<file path="config.mk">
export PLATFORM = sky130hd
export DESIGN_NAME = grid_word_counter
export DESIGN_NICKNAME = d
export VERILOG_FILES = /design/src/rtl/grid_word_counter.sv
export SDC_FILE = /design/constraint.sdc
export NUM_CORES = 1
export LEC_CHECK = 0
export BUFFER_PORTS_ARGS = -buffer_cell sky130_fd_sc_hd__buf_2
export CORE_AREA = 2 2 95 166
export CTS_BUF_LIST = sky130_fd_sc_hd__clkbuf_16
export DETAILED_ROUTE_END_ITERATION = 7
export DIE_AREA = 0 0 97 168
export GPL_TIMING_DRIVEN = 0
export PLACE_DENSITY_LB_ADDON = 0.15
export SLEW_MARGIN = 0
export SYNTH_ARGS = -nofsm -noshare
export SYNTH_HDL_FRONTEND = slang
export SYNTH_SLANG_ARGS = --single-unit
</file>
<file path="constraint.sdc">
create_clock -name clk -period 9.7 [get_ports clk]
set_input_delay 0 -clock clk [delete_from_list [all_inputs] [get_ports clk]]
set_output_delay 0 -clock clk [all_outputs]
set_load 0.1 [all_outputs]
</file>
<file path="src/rtl/grid_word_counter.sv">
module grid_word_counter #(
  parameter int COLS  = 8,
  parameter int CNT_W = 16
) (
  input  logic             clk,
  input  logic             rst_n,
  input  logic             in_valid,
  input  logic             in_sof,
  input  logic             in_eof,
  input  logic [7:0]       in_char,
  output logic [CNT_W-1:0] straight_count,
  output logic [CNT_W-1:0] x_count,
  output logic             done
);
  localparam int DEPTH = 3 * COLS + 3;
  localparam int CW    = $clog2(COLS);
  localparam logic [2:0] L_NONE = 3'd0, L_X = 3'd1, L_M = 3'd2, L_A = 3'd3, L_S = 3'd4;

  function automatic logic [2:0] encode(input logic [7:0] ch);
    case (ch)
      8'h58:   encode = L_X;
      8'h4D:   encode = L_M;
      8'h41:   encode = L_A;
      8'h53:   encode = L_S;
      default: encode = L_NONE;
    endcase
  endfunction

  function automatic logic word4(input logic [2:0] a, b, c, d);
    word4 = (a == L_X && b == L_M && c == L_A && d == L_S) ||
            (a == L_S && b == L_A && c == L_M && d == L_X);
  endfunction

  function automatic logic pair_ms(input logic [2:0] a, b);
    pair_ms = (a == L_M && b == L_S) || (a == L_S && b == L_M);
  endfunction

  logic [2:0]    cur;
  logic [2:0]    hist [1:DEPTH];
  logic [2:0]    w [0:3][0:3];
  logic [CW-1:0] col, col_e;
  logic [1:0]    row, row_e;

  assign cur   = encode(in_char);
  assign col_e = in_sof ? '0 : col;
  assign row_e = in_sof ? '0 : row;

  for (genvar k = 0; k < 4; k++) begin : g_row
    for (genvar j = 0; j < 4; j++) begin : g_col
      if (k == 0 && j == 0) begin : g_cur
        assign w[k][j] = cur;
      end else begin : g_old
        assign w[k][j] = hist[k * COLS + j];
      end
    end
  end

  always_ff @(posedge clk) begin
    if (in_valid) begin
      hist[1] <= cur;
      for (int i = 2; i <= DEPTH; i++) hist[i] <= hist[i-1];
    end
  end

  logic h_ok, v_ok, x_ok;
  logic m_h, m_v, m_d, m_a, m_x;
  logic [2:0] inc_s;

  assign h_ok  = col_e >= CW'(3);
  assign v_ok  = row_e == 2'd3;
  assign x_ok  = col_e >= CW'(2) && row_e >= 2'd2;

  assign m_h   = h_ok && word4(w[0][3], w[0][2], w[0][1], w[0][0]);
  assign m_v   = v_ok && word4(w[3][0], w[2][0], w[1][0], w[0][0]);
  assign m_d   = h_ok && v_ok && word4(w[3][3], w[2][2], w[1][1], w[0][0]);
  assign m_a   = h_ok && v_ok && word4(w[3][0], w[2][1], w[1][2], w[0][3]);
  assign m_x   = x_ok && w[1][1] == L_A && pair_ms(w[0][0], w[2][2]) && pair_ms(w[0][2], w[2][0]);
  assign inc_s = {2'b0, m_h} + {2'b0, m_v} + {2'b0, m_d} + {2'b0, m_a};

  always_ff @(posedge clk or negedge rst_n) begin
    if (!rst_n) begin
      col            <= '0;
      row            <= '0;
      straight_count <= '0;
      x_count        <= '0;
      done           <= 1'b0;
    end else begin
      done <= in_valid && in_eof;
      if (in_valid) begin
        if (col_e == CW'(COLS - 1)) begin
          col <= '0;
          row <= (row_e == 2'd3) ? row_e : row_e + 2'd1;
        end else begin
          col <= col_e + CW'(1);
          row <= row_e;
        end
        straight_count <= (in_sof ? '0 : straight_count) + CNT_W'(inc_s);
        x_count        <= (in_sof ? '0 : x_count) + CNT_W'(m_x);
      end
    end
  end

  a_r9_done_follows_eof: assert property (@(posedge clk) disable iff (!rst_n)
    done |-> $past(in_valid && in_eof));

  a_r8_sof_restarts: assert property (@(posedge clk) disable iff (!rst_n)
    in_valid && in_sof |=> straight_count == '0 && x_count == '0);

  a_r5_straight_step: assert property (@(posedge clk) disable iff (!rst_n)
    in_valid && !in_sof |=> (straight_count - $past(straight_count)) <= CNT_W'(4));

  a_r6_x_step: assert property (@(posedge clk) disable iff (!rst_n)
    in_valid && !in_sof |=> (x_count - $past(x_count)) <= CNT_W'(1));

  a_r10_idle_hold: assert property (@(posedge clk) disable iff (!rst_n)
    !in_valid |=> $stable(straight_count) && $stable(x_count));
endmodule

</file>
==> impl_metrics.toml <==
[logic_synthesis]
ys_ff_latch = 119
yosysTopAreaCellShare_pct = 48.8
synth_edf_count = 81
synth_top_flop_cell = "edfxtp_1"
synth_area_um2 = 4980
syn_inst = 360
yosys_warnings = 0
syn-num-nets = 383
yosysSeqAreaShare_pct = 67.9
synthTopCellsByArea = "edfxtp_1 (49%), dfrtp_1 (19%), nand2_1 (2.3%)"
yosysTopAreaCell = "edfxtp_1"
avgSynthCellArea_um2 = 13.8
ys_async_sr_fraction_pct = 31.9
synthDistinctLibCells = 63

[worst_setup_path]
cp_slowest_stage_delay_ns = 0.45
crit_start = "col[1]"
worstSetupPathType = "reg -> reg"
crit_chain = "nor2b_1 -> ha_1 -> inv_1 -> ha_1 -> nor4b_1 -> nand2_1 -> a21oi_1 -> fa_1 -> inv_1 -> fa_1 -> inv_1 -> fa_1 -> nand4_1 -> inv_1 -> a31o_2 -> a32o_1"
required_ns = 10.00
cp-end-kind = "flop"
slowest_stage = "fa_1"
crit_fanout = 5
startpoint_type = "flop"
path_common_cell = "inv_1"
arrival_ns = 4.06
rrSetupSlack_ns = 5.94
r2r-start = "col[1]"

[clock_network]
cts_resized = 0
cts_tree = "yes"
cts_buffer_depth = 2
htreeDepth = 4
numClockSinks = 119
clk_pin_slew_worst_paths_ns = 0.06
cts-root-buf = "clkbuf_16"
cts_setup_buffers = 0
cts_buffers = 17
clk_latency_ns = 0.41

[grt]
antenna_found_initial = 0
grt_usage_pct = 14.2
grt_max_degree = 66
grt_overflow_total = 0
grt_pass1_vias = 3258
grt_pass1_wl_um = 17700

[route]
wl_met1_um = 4420
post-route-drc-count = 0
wl_met2_um = 5770
ant_nets = 0
wirelength_um = 10900
via_per_inst = 5.07
drt_iter0_markers = 157
first_pass_iters = 4
routed-wl-met3_um = 328
via_count = 3196
wl_per_cell_um = 17.3
top_layer = "met4"

[placement]
place_ws_ns = 5.47
routabilityCongestion = 0.841
port_buffers = 45
dp_hpwl_um = 7410

[die]
io_pins = 46
die_area_um2 = 16300
die-height_um = 168
start_util_pct = 33.0
dieWidth_um = 97
row_count = 60
core_area_um2 = 15100

[timing]
relSlewSlack_pct = 37.9
worstMarginPinSlew_ns = 0.931
fin_skew_ns = 0.0129
setup_ws_ns = 5.94
fin_tns_setup_ns = 0
max_freq_mhz = 266
final.period_utilization_pct = 38.8
finalWorstPathRequiredPeriod_ns = 3.76
slew_violations = 0
setup_viol = 0
rsz0062_at_grt = "false"
hold_viol = 0

[job]
drv_cap = 0

[final_layout]
area.growth.synth_to_final_pct = 21.5
drive_gt1_share_pct = 20.3
final_common_cell = "edfxtp_1"
final_cell_mix = "edfxtp_1 (81), buf_2 (47), dfrtp_1 (38), nand2_1 (30), nand3_1 (19)"
final.fill_count = 1406
fin_nets = 454
antenna_cells = 0

[outcome]
status = "complete, no violations"

[power]
p_leak_nw = 2.41
ir_drop_uv = 111
power.density_cell_area_nw_per_um2 = 197

[hold_path]
hold_start = "in_char[3]"
hold_class = "in -> reg"
-- final timing paths --
path,end,cells past startpoint
setup / recovery,straight_count[6],16
hold / removal,hist[0][4],3
setup reg to reg,straight_count[6],16
hold reg to reg,hist[0][41],0
max in group asynchronous,x_count[13],2
min in group asynchronous,straight_count[11],2
-- registers in the layout (all words and copies together), names as in the netlist --
name            count
hist               81
x_count            16
col                 3
row                 2
straight_count     16
done                1
-- report_power, final --
part | switching [mW] | total, mW | internal, mW | leakage [nW]
Clock | 0.217 | 0.550 | 0.333 | 0.270
Combinational | 0.0437 | 0.0601 | 0.0164 | 0.826
Sequential | 0.0136 | 0.585 | 0.571 | 1.31
Total | 0.274 | 1.19 | 0.921 | 2.41
-- routing by layer --
layer  global-route usage (%)  vias up
li1                         -     1511
met1                     16.3     1598
met2                     24.4       65
met3                     3.49       22
met4                     7.16        0
met5                        0        -
-- stage by stage --
stage               instances  instance area [um^2]  util [%]  hold WS [ns]  power, mW
global placement          591                  5440      36.1         0.179      0.652
detailed placement        592                  5470      36.3         0.195      0.654
global route              630                  6050      40.1        0.0538       1.24
floorplan                 360                  4980         -        -0.296      0.623
CTS                       630                  6050      40.1        0.0386       1.21
finish                    630                  6050      40.1        0.0528       1.19
-- timing repair --
action                     in CTS  in global routing
setup endpoints to repair       0                  0
hold endpoints to repair       58                  0
hold buffers                    6                  0
-- kinds of logic (layout without fill, tap and decap cells) --
| family | count (synthesis) | in the layout | synth area share (%) |
|---|---|---|---|
| AOI/OAI and AO/OA | 53 | 53 | 7.26 |
| adders and majority gates | 10 | 10 | 2.96 |
| xor gates and xnor gates | 11 | 11 | 1.93 |
| DFF | 119 | 119 | 67.9 |
| buffers and inverters | 24 | 108 | 1.98 |
| muxes | 9 | 9 | 1.91 |
| and+or+nand+nor | 134 | 134 | 16.0 |
-- cells in the mapped netlist, drive strengths merged (3+ instances only) --
master   count
nand3b       3
and3         4
nand4b       3
nand3       19
nor4bb       3
nand4        7
o2bb2ai      5
nor2        12
edfxtp      81
nor3         8
a21oi       17
o21ai        8
nand2       30
nor4b        5
or2          3
ha           7
nor3b        4
nor4         6
mux2i        5
fa           3
buf          5
inv         12
a31oi        4
clkbuf       7
mux2         4
nand2b       3
nor2b       10
dfrtp       38
xnor2        6
xor2         5
-- layout make-up --
type,count,area [um^2],area share (%)
tap,186,233,3.85
clock buffer,18,450,7.44
multi-input combinational,217,1500,24.8
timing repair buffer,52,315,5.21
inverter,12,45.0,0.744
buffer,12,53.8,0.889
sequential,119,3380,55.9
clock inverter,14,71.3,1.18
-- worst max-delay path: cells and delay by family (launching register included) --
| family | cells | cell delay, ns |
|---|---|---|
| compound gates | 3 | 0.68 |
| flops | 1 | 0.33 |
| buf+inv | 4 | 0.31 |
| fa+ha+maj | 5 | 1.50 |
| simple gates | 4 | 0.82 |
(Power assumes the default switching activity.)
